==> src/rtl/rx_pm_snapshot_pkg.sv <==
package rx_pm_snapshot_pkg;
  localparam int unsigned CTRL_OFS = 'h120;
  localparam int unsigned STAT_OFS = 'h121;
  localparam int unsigned HOLD_OFS = 'h124;
endpackage

==> src/rtl/rx_pm_snap_ctrl.sv <==
module rx_pm_snap_ctrl (
  input  logic clk,
  input  logic rst,
  input  logic ctrl_we,
  input  logic ctrl_wbit,
  output logic ctrl,
  output logic snap,
  output logic done
);
  logic ctrl_q;
  logic snap_d;

  always_ff @(posedge clk) begin
    if (rst) begin
      ctrl   <= 1'b0;
      ctrl_q <= 1'b0;
      snap_d <= 1'b0;
      done   <= 1'b0;
    end else begin
      if (ctrl_we) ctrl <= ctrl_wbit;
      ctrl_q <= ctrl;
      snap_d <= snap;
      done   <= ctrl & (snap_d | done);
    end
  end

  assign snap = ctrl & ~ctrl_q;

  assert_done_after_snap_R5: assert property (@(posedge clk) disable iff (rst)
    $rose(done) |-> $past(snap, 2));

  assert_done_clear_R6: assert property (@(posedge clk) disable iff (rst)
    !ctrl |=> !done);

  assert_no_repeat_R1: assert property (@(posedge clk) disable iff (rst)
    (ctrl && $past(ctrl)) |-> !snap);
endmodule

==> src/rtl/rx_pm_cnt_bank.sv <==
module rx_pm_cnt_bank #(
  parameter int NUM_CNT = 3,
  parameter int CNT_W   = 16
) (
  input  logic                            clk,
  input  logic                            rst,
  input  logic [NUM_CNT-1:0]              evt,
  input  logic                            snap,
  output logic [NUM_CNT-1:0][CNT_W-1:0]   hold
);
  localparam logic [CNT_W-1:0] CNT_MAX = {CNT_W{1'b1}};

  logic [NUM_CNT-1:0][CNT_W-1:0] cnt;

  for (genvar i = 0; i < NUM_CNT; i++) begin : g_cnt
    always_ff @(posedge clk) begin
      if (rst) begin
        cnt[i]  <= '0;
        hold[i] <= '0;
      end else if (snap) begin
        hold[i] <= cnt[i];
        cnt[i]  <= CNT_W'(evt[i]);
      end else if (evt[i] && cnt[i] != CNT_MAX) begin
        cnt[i] <= cnt[i] + 1'b1;
      end
    end

    assert_clear_and_keep_R3: assert property (@(posedge clk) disable iff (rst)
      snap |=> cnt[i] == CNT_W'($past(evt[i])));

    assert_saturate_R4: assert property (@(posedge clk) disable iff (rst)
      (!snap && cnt[i] == CNT_MAX) |=> cnt[i] == CNT_MAX);
  end

  assert_hold_stable_R7: assert property (@(posedge clk) disable iff (rst)
    !snap |=> $stable(hold));
endmodule

==> src/rtl/rx_pm_regif.sv <==
module rx_pm_regif
  import rx_pm_snapshot_pkg::*;
#(
  parameter int NUM_CNT = 3,
  parameter int CNT_W   = 16,
  parameter int ADDR_W  = 10,
  parameter int DATA_W  = 32
) (
  input  logic                            clk,
  input  logic                            rst,
  input  logic                            reg_wr,
  input  logic                            reg_rd,
  input  logic [ADDR_W-1:0]               reg_addr,
  input  logic [DATA_W-1:0]               reg_wdata,
  input  logic                            ctrl,
  input  logic                            done,
  input  logic [NUM_CNT-1:0][CNT_W-1:0]   hold,
  output logic                            ctrl_we,
  output logic                            ctrl_wbit,
  output logic [DATA_W-1:0]               rd_data,
  output logic                            rd_valid
);
  localparam logic [ADDR_W-1:0] A_CTRL = ADDR_W'(CTRL_OFS);
  localparam logic [ADDR_W-1:0] A_STAT = ADDR_W'(STAT_OFS);

  logic [DATA_W-1:0] rd_mux;
  logic              was_ctrl_rd;

  assign ctrl_we   = reg_wr && reg_addr == A_CTRL;
  assign ctrl_wbit = reg_wdata[0];

  always_comb begin
    rd_mux = '0;
    if (reg_addr == A_CTRL) rd_mux = DATA_W'(ctrl);
    if (reg_addr == A_STAT) rd_mux = DATA_W'(done);
    for (int i = 0; i < NUM_CNT; i++) begin
      if (reg_addr == ADDR_W'(HOLD_OFS + i)) rd_mux = DATA_W'(hold[i]);
    end
  end

  always_ff @(posedge clk) begin
    if (rst) begin
      rd_data     <= '0;
      rd_valid    <= 1'b0;
      was_ctrl_rd <= 1'b0;
    end else begin
      rd_valid    <= reg_rd;
      was_ctrl_rd <= reg_rd && reg_addr == A_CTRL;
      if (reg_rd) rd_data <= rd_mux;
    end
  end

  assert_ctrl_upper_zero_R8: assert property (@(posedge clk) disable iff (rst)
    was_ctrl_rd |-> rd_data[DATA_W-1:1] == '0);

  assert_rd_latency_R10: assert property (@(posedge clk) disable iff (rst)
    !reg_rd |=> !rd_valid);
endmodule

==> src/rtl/rx_pm_snapshot.sv <==
module rx_pm_snapshot #(
  parameter int NUM_CNT = 3,
  parameter int CNT_W   = 16,
  parameter int ADDR_W  = 10,
  parameter int DATA_W  = 32
) (
  input  logic               clk,
  input  logic               rst,
  input  logic [NUM_CNT-1:0] evt,
  input  logic               reg_wr,
  input  logic               reg_rd,
  input  logic [ADDR_W-1:0]  reg_addr,
  input  logic [DATA_W-1:0]  reg_wdata,
  output logic [DATA_W-1:0]  rd_data,
  output logic               rd_valid
);
  logic ctrl, snap, done, ctrl_we, ctrl_wbit;
  logic [NUM_CNT-1:0][CNT_W-1:0] hold;

  rx_pm_snap_ctrl u_ctrl (
    .clk(clk), .rst(rst), .ctrl_we(ctrl_we), .ctrl_wbit(ctrl_wbit),
    .ctrl(ctrl), .snap(snap), .done(done)
  );

  rx_pm_cnt_bank #(.NUM_CNT(NUM_CNT), .CNT_W(CNT_W)) u_bank (
    .clk(clk), .rst(rst), .evt(evt), .snap(snap), .hold(hold)
  );

  rx_pm_regif #(.NUM_CNT(NUM_CNT), .CNT_W(CNT_W), .ADDR_W(ADDR_W), .DATA_W(DATA_W)) u_regif (
    .clk(clk), .rst(rst), .reg_wr(reg_wr), .reg_rd(reg_rd), .reg_addr(reg_addr),
    .reg_wdata(reg_wdata), .ctrl(ctrl), .done(done), .hold(hold),
    .ctrl_we(ctrl_we), .ctrl_wbit(ctrl_wbit), .rd_data(rd_data), .rd_valid(rd_valid)
  );
endmodule

==> config.mk <==
export PLATFORM = sky130hd
export DESIGN_NAME = rx_pm_snapshot
export DESIGN_NICKNAME = d
export VERILOG_FILES = /design/src/rtl/rx_pm_snapshot_pkg.sv /design/src/rtl/rx_pm_snap_ctrl.sv /design/src/rtl/rx_pm_cnt_bank.sv /design/src/rtl/rx_pm_regif.sv /design/src/rtl/rx_pm_snapshot.sv
export SDC_FILE = /design/constraint.sdc
export NUM_CORES = 1
export LEC_CHECK = 0
export CAP_MARGIN = 10
export CORE_AREA = 2 2 111 113
export DETAILED_ROUTE_END_ITERATION = 8
export DIE_AREA = 0 0 113 115
export PLACE_DENSITY_LB_ADDON = 0.25
export SLEW_MARGIN = 20
export SYNTH_ARGS = -nofsm -noshare
export SYNTH_HDL_FRONTEND = slang
export SYNTH_SLANG_ARGS = --single-unit
export TNS_END_PERCENT = 20
==> constraint.sdc <==
create_clock -name clk -period 1.9 [get_ports clk]
set_input_delay 0.19 -clock clk [delete_from_list [all_inputs] [get_ports clk]]
set_output_delay 0.19 -clock clk [all_outputs]
set_load 0.02 [all_outputs]
==> impl_metrics.json, run 1 <==
{
  "synthCells": 573,
  "grt_pass1_vias": 4416,
  "avgSynthCellArea_sq_um": 9.14,
  "hold_class": "in -> reg",
  "syn_to_final_growth_pct": 27.6,
  "cts_root_buf": "clkbuf_16",
  "ant_nets": 0,
  "ys_types": 56,
  "post-cts-setup-buffers": 0,
  "die_h_microns": 115,
  "num_antenna_cells": 0,
  "power.density_mw_per_mm2": 940,
  "fin_crit_ns": 1.79,
  "drt_iter0_drc": 375,
  "hold_viol": 0,
  "placed_area_sq_mm": 0.00604,
  "drt_wl_total_mm": 13.6,
  "clk-insertion-delay-late_ns": 0.42,
  "dieArea_sq_mm": 0.0130,
  "via_per_inst": 5.88,
  "synth_flop_cell": "dfxtp_1",
  "crit_chain": "ha_1, nand3_2, or3_4, or4_1, a21oi_1",
  "path_class": "reg -> reg",
  "clk_path_buf_depth": 2,
  "violations": "design-rule violations",
  "power.leakage_nw": 2.57,
  "finalNetCount": 698,
  "ys_seq_elements": 117,
  "hpwl_mm": 9.64,
  "finClkSkew_ns": 0.00824,
  "clk_pin_slew_ns": 0.05,
  "core_area_sq_mm": 0.0118,
  "antenna_found_initial": 0,
  "global_route.usage.met2_pct": 34.1,
  "critPathCaptureType": "register",
  "fin_crit_sh_pct": 94.4,
  "fill_cells": 1067,
  "io-pin-count": 82,
  "rsz0062_at_grt": "no",
  "cp_top_family": "simple AND/OR/NAND/NOR gates",
  "vdd_drop_max_v": 0.000610,
  "yosys_warnings": 0,
  "busiest_layer": "met2",
  "slowest_stage": "or4_1",
  "hold_buffers": 0,
  "cts_tree": "yes",
  "drive_gt1_share_pct": 18.4,
  "grtUsageMet3_pct": 5.32,
  "setup_violations": 0,
  "die_x_microns": 113,
  "final_area_sq_mm": 0.00669,
  "worst_hold_slack_ns": 0.424,
  "drtPass1Iterations": 7,
  "via_count": 4742,
  "globalplace.congestion": 0.867,
  "ctsHtreeMaxLevel": 4,
  "crit_fanout": 4,
  "maxCapViolations": 0,
  "gr-total-overflow": 0,
  "drcViolationCount": 6,
  "cp-start-kind": "register",
  "grt.met1_usage_pct": 29.3,
  "cts_buffers": 17,
  "max_stage_delay_ns": 0.51,
  "worstPathRequired_ns": 2.24,
  "path_buf_inv": 0,
  "syn-cell-area_sq_mm": 0.00524,
  "timing.fmax_mhz": 558,
  "grt_usage_pct": 21.7,
  "grt_pass1_wl_mm": 22.3,
  "post_drt_wl_per_cell_microns": 16.9,
  "port_buffers": 34,
  "slew_violations": 0,
  "cts-resized-gates": 0,
  "r2r_slack_ns": 0.11,
  "row_count": 40,
  "synth-seq-area-share_pct": 44.7,
  "numClockSinks": 117,
  "async_flop_share_pct": 0,
  "status": "finished with violations",
  "synth-edff-count": 0,
  "grt_max_degree": 28,
  "start_util_pct": 44.4,
  "cp.arrival_ns": 2.13
}
==> state kept, by name, indices dropped and copies added, names as in the netlist <==
name	count
u_bank.cnt	48
u_bank.hold	48
u_regif.rd_data	16
u_ctrl.ctrl	1
u_ctrl.ctrl_q	1
u_ctrl.done	1
u_ctrl.snap_d	1
u_regif.rd_valid	1
==> report_power, final <==
group / internal, W / leakage (nW) / switching, W
Sequential: 0.00249 / 0.947 / 0.0000294
Clock: 0.00232 / 0.319 / 0.00109
Combinational: 0.000153 / 1.31 / 0.000203
==> cell families (layout without fill, tap and decap cells) <==
kind of cell / Yosys count / after routing / share of synthesized area [%]
simple gates: 217 / 217 / 22.6
compound gates: 145 / 145 / 19.9
flops: 117 / 117 / 44.7
buf+inv: 60 / 131 / 5.64
mux: 29 / 29 / 6.14
fa+ha+maj: 3 / 3 / 0.716
other cells: 1 / 16 / 0.0716
xor+xnor: 1 / 1 / 0.167
==> placed cells by master (no fill, tap or decap), types with 4 or more instances in the layout <==
| cell type | count |
|---|---|
| or2_2 | 4 |
| clkdlybuf4s50_1 | 34 |
| a21oi_1 | 42 |
| nand3_1 | 18 |
| nand4_1 | 19 |
| a2111o_1 | 5 |
| nor2_1 | 43 |
| bufinv_16 | 4 |
| clkbuf_16 | 17 |
| buf_4 | 55 |
| nand2_1 | 38 |
| clkinv_2 | 6 |
| or4_1 | 11 |
| mux2i_1 | 13 |
| o21ai_0 | 13 |
| and3_1 | 8 |
| conb_1 | 16 |
| a22o_1 | 48 |
| o31ai_1 | 8 |
| inv_1 | 7 |
| nor4b_1 | 4 |
| or3_1 | 15 |
| nor4_1 | 19 |
| a211oi_1 | 7 |
| dfxtp_1 | 116 |
| nor3_1 | 12 |
| clkbuf_8 | 4 |
| mux2_2 | 15 |
==> path summary, 6_finish.rpt <==
| kind | endpoint | depth (start not counted) | startpoint |
|---|---|---|---|
| min | u_ctrl.ctrl | 3 | reg_wdata[0] |
| max | u_bank.cnt[10] | 5 | u_bank.cnt[0] |
| min reg2reg | u_ctrl.done | 2 | u_ctrl.snap_d |
| max reg2reg | u_bank.cnt[10] | 5 | u_bank.cnt[0] |
==> layout make-up <==
cell class	count	area [sq um]	area share, %
clock buffer	22	484	7.24
clock inverter	10	150	2.25
inverter	7	26.3	0.393
multi-input combinational	411	2680	40.1
sequential	117	2340	35.1
tap	147	184	2.75
timing repair buffer	92	813	12.2
==> metal layers <==
metal  up-vias  part of all wire (%)
met5         -                     0
met4         0                   1.8
met2       133                    46
met3        19                   5.0
li1       2296                     -
met1      2294                    47
==> worst min-delay path: stages <==
cell and delay, ns:
clkdlybuf4s50_1 0.46, mux2i_1 0.07, nor2_1 0.07
==> per-stage QoR <==
step,setup WS [ns],total power (W),setup TNS [ns],utilization [%],cells
2_1_floorplan,0.149,0.00279,0,-,588
3_3_place_gp,-0.184,0.00291,-2.27,51.1,774
3_5_place_dp,-0.197,0.00292,-2.70,51.1,774
4_1_cts,0.0659,0.00631,0,56.5,806
5_1_grt,0.00812,0.00647,0,56.6,806
6_report,0.107,0.00629,0,56.6,806
==> Yosys cell counts (4+ instances only) <==
cell / instances / area share, %
dfxtp_1: 117 / 45
a22o_1: 48 / 8.0
nor2_1: 45 / 3.2
a21oi_1: 42 / 4.0
nand2_1: 38 / 2.7
clkbuf_1: 28 / 2.0
nand3_1: 19 / 1.8
nand4_1: 19 / 2.3
nor4_1: 19 / 2.3
buf_4: 17 / 2.4
or3_1: 16 / 1.9
mux2_2: 15 / 3.2
o21ai_0: 14 / 1.3
mux2i_1: 13 / 2.5
nor3_1: 12 / 1.1
or4_1: 11 / 1.6
and3_1: 8 / 0.96
o31ai_1: 8 / 1.1
a211oi_1: 7 / 1.0
inv_1: 7 / 0.50
a2111o_1: 5 / 1.1
buf_2: 5 / 0.48
nor4b_1: 4 / 0.67
or2_2: 4 / 0.48
Note: power is estimated with default switching activity, not from simulation.
==> run 2, diff against run 1 <==
--- a/config.mk
+++ b/config.mk
@@ -6,12 +6,13 @@
 export NUM_CORES = 1
 export LEC_CHECK = 0
 export CAP_MARGIN = 10
-export CORE_AREA = 2 2 111 113
+export CORE_AREA = 2 2 113 115
 export DETAILED_ROUTE_END_ITERATION = 8
-export DIE_AREA = 0 0 113 115
+export DIE_AREA = 0 0 115 117
 export PLACE_DENSITY_LB_ADDON = 0.25
 export SLEW_MARGIN = 20
 export SYNTH_ARGS = -nofsm -noshare
 export SYNTH_HDL_FRONTEND = slang
+export SYNTH_HIERARCHICAL = 1
 export SYNTH_SLANG_ARGS = --single-unit
 export TNS_END_PERCENT = 20
==> constraint.sdc (replaced) <==
create_clock -name clk -period 2.2 [get_ports clk]
set_input_delay 0.22 -clock clk [delete_from_list [all_inputs] [get_ports clk]]
set_output_delay 0.22 -clock clk [all_outputs]
set_load 0.02 [all_outputs]
==> run 2 against run 1 <==
Critical path depth down 1. Flip-flop and latch count unchanged. Sequential power down 15%. Cell area down 3.6%. Clock-buffer cell count unchanged. Synthesized cell count up 5.9%. First-iteration DRC count up 0.53%. The run now ends clean. Via count down 1.7%. Area after synthesis up 2.1%. Maximum frequency down 9.9%. Critical endpoint is now u_bank/cnt[27]. Utilization down 4.3 points.
==> impl_metrics.json, run 2 <==
{
  "setup_violations": 0,
  "worstHoldPathCells": 2,
  "path_class": "reg -> reg",
  "r2r_slack_ns": 0.21,
  "r2r_end": "u_bank/cnt[27]",
  "grt_usage_pct": 20.3,
  "layout_commonest_cell": "dfxtp_1",
  "post_drt_wl_per_cell_microns": 16.0,
  "top_regs": "u_bank/cnt x48, u_bank/hold x48, u_regif/rd_data x16",
  "syn-cell-area_sq_mm": 0.00535,
  "fin_ws_ns": 0.209,
  "crit_end": "u_bank/cnt[27]",
  "globalplace.congestion": 0.809,
  "drcViolationCount": 0,
  "cp-start-kind": "register",
  "vdd_drop_max_v": 0.000466,
  "drive_gt1_share_pct": 11.0,
  "cts_buffers": 17,
  "gr-total-overflow": 0,
  "row_count": 41,
  "post-cts-setup-buffers": 0,
  "synth-compound-area-share_pct": 16.8,
  "ff2ff_path_depth": 4,
  "cts_root_buf": "clkbuf_16",
  "finClkSkew_ns": 0.00404,
  "hpwl_mm": 9.09,
  "timing.fmax_mhz": 502,
  "ys_types": 55,
  "grt_pass1_vias": 4401,
  "synthTopCellsByCount": "117 x dfxtp_1, 77 x nor2_1, 51 x mux2i_1",
  "worstPathRequired_ns": 2.55,
  "finalSetupTns_ns": 0,
  "antenna_found_initial": 0,
  "synth_top_family_by_area": "simple AND/OR/NAND/NOR gates",
  "slew_headroom_pct": 31.3,
  "crit_fanout": 7,
  "fin_crit_sh_pct": 90.5,
  "maxCapViolations": 0,
  "grt_pass1_wl_mm": 21.2,
  "die_x_microns": 115,
  "pre_cts_ws_ns": 0.0589,
  "via_per_inst": 5.72,
  "drt_wl_total_mm": 13.1,
  "crit_path_start": "u_bank/cnt[23]",
  "synth_flop_cell": "dfxtp_1",
  "synthTopCellsByArea": "dfxtp_1 44%, mux2i_1 9.5%, nor2_1 5.4%",
  "synth_top_area_cell": "dfxtp_1",
  "port_buffers": 34,
  "yosys_warnings": 6,
  "hold_viol": 0,
  "syn_to_final_growth_pct": 20.4,
  "synth_adder_area_share_pct": 0.701,
  "cts_tree": "yes",
  "power.density_mw_per_mm2": 783,
  "cp.arrival_ns": 2.34,
  "status": "completed",
  "hold_buffers": 0,
  "rsz0062_at_grt": "no",
  "numClockSinks": 117,
  "fin_crit_ns": 1.99,
  "critPathCaptureType": "register",
  "synth-simple-area-share_pct": 21.7,
  "ant_nets": 0,
  "clk_path_buf_depth": 2,
  "grt_max_degree": 56,
  "drt_iter0_drc": 377,
  "synthMuxAreaShare_pct": 9.54,
  "cts-resized-gates": 0,
  "power.leakage_nw": 2.11,
  "final_cell_mix": "117 x dfxtp_1, 76 x nor2_1, 51 x mux2i_1",
  "synthCells": 607,
  "clk-insertion-delay-late_ns": 0.42,
  "die_h_microns": 117,
  "synth-edff-count": 0,
  "async_flop_share_pct": 0,
  "rr_startpoint": "u_bank/cnt[23]",
  "avgSynthCellArea_sq_um": 8.82,
  "clk_pin_slew_ns": 0.05,
  "yosysMostFrequentCell": "dfxtp_1",
  "synthXorXnorAreaFrac_pct": 0.491,
  "core_area_sq_mm": 0.0123,
  "start_util_pct": 43.5,
  "slew_violations": 0,
  "max_slew.worst_pin.slew_ns": 1.03,
  "ys_seq_elements": 117,
  "io-pin-count": 82,
  "via_count": 4660,
  "dieArea_sq_mm": 0.0135,
  "drtPass1Iterations": 5,
  "hold_class": "in -> reg",
  "finalNetCount": 704,
  "netlist.area_leader.share_pct": 43.8,
  "num_antenna_cells": 0,
  "ctsHtreeMaxLevel": 4,
  "synth-seq-area-share_pct": 43.8
}
run 2: cell count changes after synthesis, moves of 8 or more:
cell,previous run,this run
inv_1,7,21
o21ai_0,14,26
nor2_1,45,77
mux2i_1,13,51
nor3_1,12,4
nor4_1,19,5
clkbuf_1,28,20
o21ai_1,0,10
mux2_2,15,0
a22o_1,48,0
a311oi_1,1,15
run 2: layer usage:
layer	wire, microns	track usage (%)	up-vias
met4	244	8.19	0
met2	6530	34.7	111
met3	596	6.08	25
li1	-	-	2287
met5	0	0	-
met1	5680	23.9	2237
run 2: cell type report:
type,count,area [sq um]
fill,1132,5870
multi-input combinational,433,2700
sequential,117,2340
timing repair buffer,62,558
clock buffer,22,474
tap,150,188
clock inverter,9,103
inverter,21,78.8
run 2: per-stage QoR:
| stage | cells | cell area (sq um) | power [W] | hold WS [ns] | utilization, % |
|---|---|---|---|---|---|
| after CTS | 814 | 6440 | 0.00508 | 0.0570 | 52.3 |
| after global routing | 814 | 6440 | 0.00521 | 0.0692 | 52.3 |
| after global placement | 783 | 5860 | 0.00240 | 0.408 | 47.6 |
| final | 814 | 6440 | 0.00504 | 0.0649 | 52.3 |
| after floorplan | 622 | 5410 | 0.00234 | 0.284 | - |
| after detailed placement | 783 | 5860 | 0.00241 | 0.419 | 47.6 |
run 2: kinds of logic after synthesis:
family | Yosys count
and+or+nand+nor | 218
DFF | 117
buffers and inverters | 72
adders and majority gates | 3
other | 1
muxes | 51
xor gates and xnor gates | 3
AOI/OAI and AO/OA | 142
run 2: worst min-delay path by stage:
| stage | start | endpoint |
|---|---|---|
| floorplan | rst | u_ctrl/snap_d |
| global route | rst | u_ctrl/snap_d |
| finish | rst | u_ctrl/snap_d |
| global placement | u_ctrl/snap_d | u_ctrl/done |
| detailed placement | u_ctrl/snap_d | u_ctrl/done |
| CTS | rst | u_ctrl/snap_d |
run 2: worst max-delay path, stage by stage, from the launching register on:
cell and delay, ns:
dfxtp_1 0.45, nand3_2 0.14, or4_1 0.64, or4_1 0.54, a21oi_1 0.15
run 2: power by group:
group	switching (W)	internal, W
clock	0.000943	0.00174
combinational	0.000140	0.0000804
sequential	0.0000115	0.00213
total	0.00109	0.00395
